<file path="src/rtl/ctlr_ser_pkg.sv">
package ctlr_ser_pkg;

    localparam int FRAME_BITS = 16;
    localparam int QUAD_BITS  = 4;
    localparam int MISC_BITS  = 8;

    typedef enum logic [2:0] {
        ST_IDLE   = 3'd0,
        ST_ALIGN  = 3'd1,
        ST_LOAD   = 3'd2,
        ST_SHIFT  = 3'd3,
        ST_COMMIT = 3'd4
    } rx_state_e;

    // First received bit lands in bit 0, so p0 sits at the bottom.
    typedef struct packed {
        logic [MISC_BITS-1:0] misc;
        logic [QUAD_BITS-1:0] p1;
        logic [QUAD_BITS-1:0] p0;
    } frame_t;

endpackage

</file>
<file path="src/rtl/ctlr_ser_clkgen.sv">
module ctlr_ser_clkgen #(
    parameter int DIV_HALF = 3
) (
    input  logic clk,
    input  logic rst_n,
    output logic sclk,
    output logic rise_evt,
    output logic fall_evt
);
    localparam int CW = (DIV_HALF < 2) ? 1 : $clog2(DIV_HALF);
    localparam logic [CW-1:0] LAST = CW'(DIV_HALF - 1);

    logic [CW-1:0] cnt_q;
    logic          sclk_q;

    always_ff @(posedge clk) begin
        if (!rst_n) begin
            cnt_q  <= '0;
            sclk_q <= 1'b0;
        end else if (cnt_q == LAST) begin
            cnt_q  <= '0;
            sclk_q <= ~sclk_q;
        end else begin
            cnt_q  <= cnt_q + 1'b1;
        end
    end

    // Events announce the edge that the next clock tick will produce.
    assign rise_evt = (cnt_q == LAST) && !sclk_q;
    assign fall_evt = (cnt_q == LAST) &&  sclk_q;
    assign sclk     = sclk_q;

    // the serial clock holds its level between divider wraps
    p_sclk_hold_r2: assert property (@(posedge clk) disable iff (!rst_n)
        (!rise_evt && !fall_evt) |=> $stable(sclk))
        else $error("serial clock moved without divider event");

endmodule

</file>
<file path="src/rtl/ctlr_ser_fsm.sv">
module ctlr_ser_fsm
    import ctlr_ser_pkg::*;
(
    input  logic      clk,
    input  logic      rst_n,
    input  logic      rise_evt,
    input  logic      fall_evt,
    output logic      ld_strobe,
    output logic      sample_en,
    output logic      commit_en,
    output rx_state_e state
);
    localparam int BW = $clog2(FRAME_BITS);
    localparam logic [BW-1:0] LAST_BIT = BW'(FRAME_BITS - 1);

    rx_state_e     state_q, state_nxt;
    logic [BW-1:0] bit_q;
    logic          ld_q;

    always_comb begin
        state_nxt = state_q;
        unique case (state_q)
            ST_IDLE:   state_nxt = ST_ALIGN;
            ST_ALIGN:  if (fall_evt) state_nxt = ST_LOAD;
            ST_LOAD:   if (fall_evt) state_nxt = ST_SHIFT;
            ST_SHIFT:  if (rise_evt && bit_q == LAST_BIT) state_nxt = ST_COMMIT;
            ST_COMMIT: state_nxt = ST_ALIGN;
            default:   state_nxt = ST_IDLE;
        endcase
    end

    // State register
    always_ff @(posedge clk) begin
        if (!rst_n) state_q <= ST_IDLE;
        else        state_q <= state_nxt;
    end

    // Registered outputs: strobe edges coincide with serial clock falls
    always_ff @(posedge clk) begin
        if (!rst_n) begin
            ld_q  <= 1'b0;
            bit_q <= '0;
        end else begin
            ld_q <= (state_nxt == ST_LOAD);
            if (state_q == ST_LOAD)  bit_q <= '0;
            else if (sample_en)      bit_q <= bit_q + 1'b1;
        end
    end

    assign sample_en = (state_q == ST_SHIFT) && rise_evt;
    assign commit_en = (state_q == ST_COMMIT);
    assign ld_strobe = ld_q;
    assign state     = state_q;

    // no sampling while the converter is being loaded
    p_no_sample_in_load_r3: assert property (@(posedge clk) disable iff (!rst_n)
        ld_strobe |-> !sample_en)
        else $error("sample during load strobe");

    // samples only ever happen on rising serial edges
    p_sample_on_rise_r4: assert property (@(posedge clk) disable iff (!rst_n)
        sample_en |-> rise_evt)
        else $error("sample away from rising edge");

    // commit is followed by realignment
    p_commit_then_align_r9: assert property (@(posedge clk) disable iff (!rst_n)
        commit_en |=> (state == ST_ALIGN))
        else $error("commit not followed by align");

endmodule

</file>
<file path="src/rtl/ctlr_ser_frame.sv">
module ctlr_ser_frame
    import ctlr_ser_pkg::*;
#(
    parameter int SYNC_STAGES = 2
) (
    input  logic   clk,
    input  logic   rst_n,
    input  logic   din,
    input  logic   sample_en,
    input  logic   commit_en,
    output frame_t frame,
    output logic   tick
);
    logic                  din_s;
    logic [FRAME_BITS-1:0] sr_q;
    frame_t                out_q;
    logic                  tick_q;

    generate
        if (SYNC_STAGES == 0) begin : g_nosync
            assign din_s = din;
        end else begin : g_sync
            logic [SYNC_STAGES-1:0] sync_q;
            always_ff @(posedge clk) begin
                if (!rst_n) sync_q[0] <= 1'b0;
                else        sync_q[0] <= din;
            end
            for (genvar g = 1; g < SYNC_STAGES; g++) begin : g_stage
                always_ff @(posedge clk) begin
                    if (!rst_n) sync_q[g] <= 1'b0;
                    else        sync_q[g] <= sync_q[g-1];
                end
            end
            assign din_s = sync_q[SYNC_STAGES-1];
        end
    endgenerate

    // Shift right: after 16 samples the first bit sits in bit 0
    always_ff @(posedge clk) begin
        if (!rst_n)         sr_q <= '0;
        else if (sample_en) sr_q <= {din_s, sr_q[FRAME_BITS-1:1]};
    end

    always_ff @(posedge clk) begin
        if (!rst_n) begin
            out_q  <= '0;
            tick_q <= 1'b0;
        end else begin
            tick_q <= commit_en;
            if (commit_en) out_q <= frame_t'(sr_q);
        end
    end

    assign frame = out_q;
    assign tick  = tick_q;

    // frame outputs hold unless a commit was requested
    p_hold_between_commits_r8: assert property (@(posedge clk) disable iff (!rst_n)
        !commit_en |=> $stable(frame))
        else $error("frame output changed without commit");

    // the tick never lasts two cycles
    p_tick_single_r8: assert property (@(posedge clk) disable iff (!rst_n)
        tick |=> !tick)
        else $error("tick longer than one cycle");

endmodule

</file>
<file path="src/rtl/ctlr_ser_rx.sv">
module ctlr_ser_rx
    import ctlr_ser_pkg::*;
#(
    parameter int          DIV_HALF    = 3,
    parameter int          SYNC_STAGES = 2,
    parameter logic [7:0]  ID_LOW      = 8'hC3
) (
    input  logic        clk,
    input  logic        rst_n,
    input  logic        ser_din,
    output logic        ser_clk,
    output logic        ld_strobe,
    output logic [3:0]  quad_p0,
    output logic [3:0]  quad_p1,
    output logic [7:0]  misc_bits,
    output logic [15:0] id_word,
    output logic        frame_tick
);
    // Synchroniser depth must be shorter than half a serial period.
    logic      rise_evt, fall_evt;
    logic      sample_en, commit_en;
    rx_state_e state;
    frame_t    frame;

    ctlr_ser_clkgen #(.DIV_HALF(DIV_HALF)) u_clk (
        .clk      (clk),
        .rst_n    (rst_n),
        .sclk     (ser_clk),
        .rise_evt (rise_evt),
        .fall_evt (fall_evt)
    );

    ctlr_ser_fsm u_fsm (
        .clk       (clk),
        .rst_n     (rst_n),
        .rise_evt  (rise_evt),
        .fall_evt  (fall_evt),
        .ld_strobe (ld_strobe),
        .sample_en (sample_en),
        .commit_en (commit_en),
        .state     (state)
    );

    ctlr_ser_frame #(.SYNC_STAGES(SYNC_STAGES)) u_frame (
        .clk       (clk),
        .rst_n     (rst_n),
        .din       (ser_din),
        .sample_en (sample_en),
        .commit_en (commit_en),
        .frame     (frame),
        .tick      (frame_tick)
    );

    assign quad_p0   = frame.p0;
    assign quad_p1   = frame.p1;
    assign misc_bits = frame.misc;
    assign id_word   = {frame.misc, ID_LOW};

    // strobe starts on a falling serial edge
    p_strobe_rise_on_fall_r3: assert property (@(posedge clk) disable iff (!rst_n)
        $rose(ld_strobe) |-> $fell(ser_clk))
        else $error("strobe rose off a falling edge");

    // strobe ends on a falling serial edge
    p_strobe_fall_on_fall_r3: assert property (@(posedge clk) disable iff (!rst_n)
        $fell(ld_strobe) |-> $fell(ser_clk))
        else $error("strobe fell off a falling edge");

    // an update follows the last sample by exactly two cycles
    p_tick_after_sample_r9: assert property (@(posedge clk) disable iff (!rst_n)
        frame_tick |-> $past(sample_en, 2))
        else $error("tick without preceding sample");

    // state is idle directly after reset
    p_reset_idle_r1: assert property (@(posedge clk)
        !rst_n |=> (state == ST_IDLE))
        else $error("not idle after reset");

endmodule

</file>
<file path="config.mk">
export PLATFORM = sky130hd
export DESIGN_NAME = ctlr_ser_rx
export DESIGN_NICKNAME = d
export VERILOG_FILES = /design/src/rtl/ctlr_ser_pkg.sv /design/src/rtl/ctlr_ser_clkgen.sv /design/src/rtl/ctlr_ser_fsm.sv /design/src/rtl/ctlr_ser_frame.sv /design/src/rtl/ctlr_ser_rx.sv
export SDC_FILE = /design/constraint.sdc
export NUM_CORES = 1
export LEC_CHECK = 0
export ABC_AREA = 1
export BUFFER_PORTS_ARGS = -buffer_cell sky130_fd_sc_hd__buf_2
export CORE_ASPECT_RATIO = 0.5
export CORE_MARGIN = 1
export CORE_UTILIZATION = 49
export CTS_BUF_LIST = sky130_fd_sc_hd__clkbuf_4 sky130_fd_sc_hd__clkbuf_8 sky130_fd_sc_hd__clkbuf_16
export DETAILED_ROUTE_END_ITERATION = 10
export HOLD_SLACK_MARGIN = 0.15
export PLACE_DENSITY = 0.74
export SLEW_MARGIN = 10
export SYNTH_ARGS = -nofsm -noshare
export SYNTH_HDL_FRONTEND = slang
export SYNTH_HIERARCHICAL = 1
export SYNTH_SLANG_ARGS = --single-unit
export TNS_END_PERCENT = 20
</file>
<file path="constraint.sdc">
create_clock -name clk -period 1.3 [get_ports clk]
set_input_delay 0 -clock clk [delete_from_list [all_inputs] [get_ports clk]]
set_output_delay 0 -clock clk [all_outputs]
set_load 0.01 [all_outputs]
</file>
=== After elaboration in Yosys (flattened, before gate mapping) ===
Cells that the tools add are included.

* Bitwise operators: 2
* Mux-type cells: 4
* Equality and inequality tests: 7
* Add/subtract/negate cells: 2
* Reductions and logical operators: 9

{| class="wikitable"
|+ Operators by type and width
! kind !! count
|-
| one-hot mux 3 bit (4 select lines) || 1
|-
| equality test 3 x 2 -> 1 bit, second input constant || 3
|-
| two-way mux 3 bit || 3
|-
| OR reduction 2 bit || 3
|-
| adder 4 x 1 -> 4 bit, second input constant || 1
|-
| equality test 4 bit, second input constant || 1
|-
| logical AND 1 bit || 4
|-
| equality test 3 x 1 -> 1 bit, second input constant || 1
|-
| equality test 3 bit, second input constant || 1
|-
| zero test 3 bit || 1
|-
| adder 2 x 1 -> 2 bit, second input constant || 1
|-
| equality test 2 bit, second input constant || 1
|-
| NOT 1 bit || 2
|-
| zero test 1 bit || 1
|}

* Input bits: 3
* Flip-flop bits (word level): 46
* Output and inout port bits: 35

=== Depth between registers and ports, before layout ===
* Word-level depth: 6
* Gate-level depth with buffers: 11
* Mapped depth without buffers: 11

=== Modules after synthesis ===
The synthesis kept the hierarchy.

{| class="wikitable"
|+ By module, submodules not included
! module !! cells an instance !! seq. area each (µm²) !! instances !! area an instance (µm²)
|-
| ctlr_ser_frame || 197 || 700.7 || 1 || 1,378.8
|-
| ctlr_ser_fsm || 69 || 160.2 || 1 || 432.9
|-
| ctlr_ser_rx || 18 || 0.0 || 1 || 127.6
|-
| ctlr_ser_clkgen || 15 || 60.1 || 1 || 116.4
|}

=== Least setup slack after synthesis ===
OpenSTA, ideal clock, no wires.

* Kind: register to register
* Start point: reg u_clk.cnt_q[0]
* End point: reg u_frame.sr_q[12]
* Data arrival time: 1.298 ns
* Setup time: 0.113 ns
* Period minus slack after synthesis: 1.411 ns
* Cell stages (with the launch flop): 11
* Path slack: -0.111 ns
* Buffers on the path: 1
* Path through: dfxtp_1 -> inv_1 -> ha_1 -> inv_1 -> nor2_1 -> inv_1 -> nor2_4 -> buf_6 -> nand2_1 -> nand2_1 -> nor2_1

* Word-level cells in the longest chain between the ends: 3

{| class="wikitable"
|+ Ends and longest elaborated chain
! element !! RTL line !! source
|-
| from (decl) || ctlr_ser_clkgen.sv:13 || <nowiki>logic [CW-1:0] cnt_q;</nowiki>
|-
| from (signal assigned) || ctlr_ser_clkgen.sv:24 || <nowiki>cnt_q <= cnt_q + 1'b1;</nowiki>
|-
| equality test 2 bit || ctlr_ser_clkgen.sv:29 || <nowiki>assign rise_evt = (cnt_q == LAST) && !sclk_q;</nowiki>
|-
| logical AND 1 bit || ctlr_ser_clkgen.sv:29 ||
|-
| net rise_evt || ctlr_ser_rx.sv:20 || <nowiki>logic rise_evt, fall_evt;</nowiki>
|-
| logical AND 1 bit || ctlr_ser_fsm.sv:50 || <nowiki>assign sample_en = (state_q == ST_SHIFT) && rise_evt;</nowiki>
|-
| net sample_en || ctlr_ser_rx.sv:21 || <nowiki>logic sample_en, commit_en;</nowiki>
|-
| to (signal assigned) || ctlr_ser_frame.sv:41 || <nowiki>else if (sample_en) sr_q <= {din_s, sr_q[FRAME_BITS-1:1]};</nowiki>
|-
| to (decl) || ctlr_ser_frame.sv:15 || <nowiki>logic [FRAME_BITS-1:0] sr_q;</nowiki>
|}

The timed path passes the listed nets, and every way through them passes these cells.
A chain may end at the register's enable or synchronous reset.

=== Worst setup path after layout ===
* Start point: reg u_clk.cnt_q[0]
* End point: reg u_frame.sr_q[6]

The elaborated chain is that of the path after synthesis.

==> Flow_metrics.wiki <==
{| class="wikitable"
! Metric !! Value
|-
| Max-Cap Viols || 0
|-
| Clk Latency, worst-skew pair || 290 ps
|-
| Number of buffer cells added on primary ports || 29
|-
| Final setup fails || 12
|-
| Antenna Violating Nets Remaining || 0
|-
| Startpoint type of the worst setup path || register
|-
| Setup clock skew after layout || 7.295 ps
|-
| Power density of the placed cells || 1142 nW/µm²
|-
| Leak pwr || 1.097 nW
|-
| Synthesized instance count || 299
|-
| Overall Power || 2.691 mW
|-
| Seq/Total Area, Yosys || 44.80%
|-
| Count of standard-cell rows || 16
|-
| Min-delay worst type || reg2reg
|-
| Deepest clock path buffer count || 2
|-
| Hold path cells || 1
|-
| DIE AREA || 4474 µm²
|-
| Endpoints failing hold || 0
|-
| Warnings from Yosys || 6
|-
| GR Overflow Total || 0
|-
| Setup tns final || -258.1 ps
|-
| Final cell count without fillers || 377
|-
| Final period utilization || 103.5%
|-
| Largest net degree at the start of global routing || 36
|-
| Average instance area after synthesis || 6.875 µm²
|-
| Post-synthesis sequential element count || 46
|-
| Peak clock frequency supported by timing || 743.5 MHz
|-
| Die H || 47.80 µm
|-
| Number of inserted diodes || 0
|-
| Clock transition time at the flip-flop clock pins of the worst setup and hold paths || 80 ps
|-
| Final weighted congestion of routability-driven global placement || 0.6863
|-
| Effective utilization at floorplan || 51.86%
|-
| Tightest hold margin || 414.1 ps
|-
| Cell Area, Placed || 2140 µm²
|-
| Largest driver fanout on the critical path || 8
|-
| Number of nets in the final layout || 328
|-
| CTS H-tree depth || 2
|-
| Post-Synthesis Cell Area || 2056 µm²
|-
| Setup slack of the most critical reg-to-reg path || -50 ps
|-
| Residual DRC || 0
|-
| WP data required || 1490 ps
|-
| Horiz. Die Dim || 93.60 µm
|-
| Number of clock buffers inserted by TritonCTS || 5
|-
| Layout overhead on the synthesized area || 14.67%
|-
| CTS tree || yes
|-
| Worst IR Drop VDD || 0.5183 mV
|-
| Run status || finished, violations left
|-
| WS Path Type || reg2reg
|-
| Initial antenna violation count || 0
|-
| Design Area, Final || 2357 µm²
|-
| Launch point of the worst reg-to-reg path || u_clk/cnt_q[0]
|-
| Routed WL per cell || 9.125 µm
|-
| Max-slew violation count || 0
|-
| Distinct cell type count of the synthesized netlist || 17
|-
| HPWL Detailed || 2.138 mm
|-
| CP arrival || 1540 ps
|-
| Floorplan core area || 3964 µm²
|-
| Util after Layout || 59.47%
|-
| Clk root buf || sky130_fd_sc_hd__clkbuf_8
|-
| Setup repair after global routing missed its margin || true
|-
| Critical Path Sink Type || register
|-
| First-pass detailed-route iteration total || 4
|-
| # placed instances || 366
|-
| Worst setup margin || -45.05 ps
|-
| Routed Wire Length || 3.440 mm
|-
| Violations in the final reports || negative setup slack
|-
| Hold Crit Endpoint || u_clk/cnt_q[0]
|-
| Share of final-layout standard cells stronger than drive strength 1 || 20.74%
|-
| Depth of the most critical reg-to-reg path || 10
|-
| Number of I/O pins || 38
|-
| Worst slack, placed || -23.65 ps
|-
| Final worst path period need || 1345 ps
|-
| Vias post-DR || 1637
|-
| TritonCTS Sinks || 46
|-
| Worst Hold Launch || u_clk/cnt_q[0]
|-
| Vias in the first global route || 1260
|-
| First-pass GRT wire length || 5.257 mm
|-
| Vias per cell || 4.342
|-
| Detailed router's first-iteration violation count || 73
|-
| GRT Resource Usage Total || 15.72%
|-
| Worst reg2reg path endpoint || u_frame/sr_q[6]
|}
worst max-delay path by stage:
stage | slack [ps] | end | cells after the start | startpoint
after global placement | 20 | u_frame/sr_q[15] | 10 | u_clk/cnt_q[0]
after floorplan | 0.2 | u_frame/sr_q[12] | 10 | u_clk/cnt_q[0]
after CTS | 1 | u_frame/sr_q[10] | 9 | u_clk/cnt_q[1]
after global routing | -120 | u_fsm/bit_q[2] | 10 | u_clk/cnt_q[0]
after detailed placement | -20 | u_frame/sr_q[10] | 10 | u_clk/cnt_q[0]
final | -50 | u_frame/sr_q[6] | 10 | u_clk/cnt_q[0]
cell usage after synthesis, drive strengths merged:
library cell | instances | area [µm²]
inv | 38 | 142.6
clkbuf | 1 | 13.76
buf | 26 | 217.7
nand2 | 89 | 334.1
nor2 | 79 | 306.5
ha | 2 | 25.02
nand3 | 7 | 40.04
conb | 2 | 7.510
a21oi | 4 | 20.02
dfxtp | 46 | 920.9
nor3 | 3 | 15.01
nand4 | 2 | 12.51
final cells by class:
cell class | instances | area [µm²]
Clock buffer | 6 | 82.58
Clock inverter | 1 | 30.03
Fill cell | 381 | 1607
Inverter | 38 | 142.6
Multi-Input combinational cell | 194 | 833.3
Sequential cell | 46 | 923.4
Tap cell | 54 | 67.56
Timing Repair Buffer | 38 | 277.8
cells in the final DEF (no fill, tap or decap):
master / n
sky130_fd_sc_hd__nand2_1: 80
sky130_fd_sc_hd__buf_2: 29
sky130_fd_sc_hd__inv_2: 5
sky130_fd_sc_hd__nor2_4: 2
sky130_fd_sc_hd__nand3_1: 6
sky130_fd_sc_hd__buf_12: 2
sky130_fd_sc_hd__nor2_2: 4
sky130_fd_sc_hd__nand4_1: 2
sky130_fd_sc_hd__a21oi_1: 4
sky130_fd_sc_hd__nand2_2: 9
sky130_fd_sc_hd__bufinv_16: 1
sky130_fd_sc_hd__nor2_1: 73
sky130_fd_sc_hd__dfxtp_1: 44
sky130_fd_sc_hd__clkbuf_8: 6
sky130_fd_sc_hd__nor3_1: 3
sky130_fd_sc_hd__nand3_2: 1
sky130_fd_sc_hd__ha_4: 1
sky130_fd_sc_hd__ha_1: 1
sky130_fd_sc_hd__conb_1: 8
sky130_fd_sc_hd__clkbuf_16: 2
sky130_fd_sc_hd__inv_1: 33
sky130_fd_sc_hd__dfxtp_2: 2
sky130_fd_sc_hd__dlygate4sd3_1: 2
sky130_fd_sc_hd__buf_4: 3
critical path, stage by stage, from the launching register on:
cell and delay [ps]:
sky130_fd_sc_hd__dfxtp_2 330, sky130_fd_sc_hd__inv_2 60, sky130_fd_sc_hd__ha_4 120, sky130_fd_sc_hd__inv_2 40, sky130_fd_sc_hd__nor2_4 90, sky130_fd_sc_hd__inv_2 50, sky130_fd_sc_hd__nor2_4 200, sky130_fd_sc_hd__clkbuf_16 200
sky130_fd_sc_hd__nand2_1 60, sky130_fd_sc_hd__nand2_1 60, sky130_fd_sc_hd__nor2_1 50
sequential cells by signal, summed over array words and instances (netlist names):
signal,count
u_frame/sr_q,16
u_fsm/bit_q,4
u_frame/g_sync.sync_q,1
u_frame/tick,1
u_clk/sclk,1
u_frame/din_s,1
u_fsm/ld_strobe,1
u_fsm/state,3
u_frame/frame,16
u_clk/cnt_q,2
kinds of logic (layout without fill, tap and decap cells):
group / Yosys count / count (layout) / synth area share (%)
compound gates: 4 / 4 / 0.9739
other cells: 2 / 8 / 0.3653
simple gates: 180 / 180 / 34.45
fa+ha+maj: 2 / 2 / 1.217
flops: 46 / 46 / 44.80
buf+inv: 65 / 83 / 18.20
repair_timing:
action / 4_1_cts / 5_1_grt
pin swaps: 0 / 2
cloned: 0 / 2
setup buffers: 0 / 0
hold endpoints to repair: 11 / 0
hold buffers: 2 / 0
setup endpoints to repair: 16 / 36
resized for setup: 2 / 16
routing by layer:
| layer | global-route usage [%] | up-vias | part of all wire (%) |
|---|---|---|---|
| met2 | 26.03 | 38 | 45 |
| met1 | 19.00 | 698 | 48 |
| li1 | - | 896 | - |
| met5 | 0 | - | 0 |
| met4 | 8.308 | 0 | 1.2 |
| met3 | 5.397 | 5 | 5.2 |
power breakdown:
| group | leakage [nW] | switching (mW) | internal (mW) |
|---|---|---|---|
| Clock | 0.0573 | 0.445 | 0.615 |
| Sequential | 0.372 | 0.0218 | 1.43 |
| Combinational | 0.667 | 0.106 | 0.0703 |
Power figures use the tool's default switching activity.
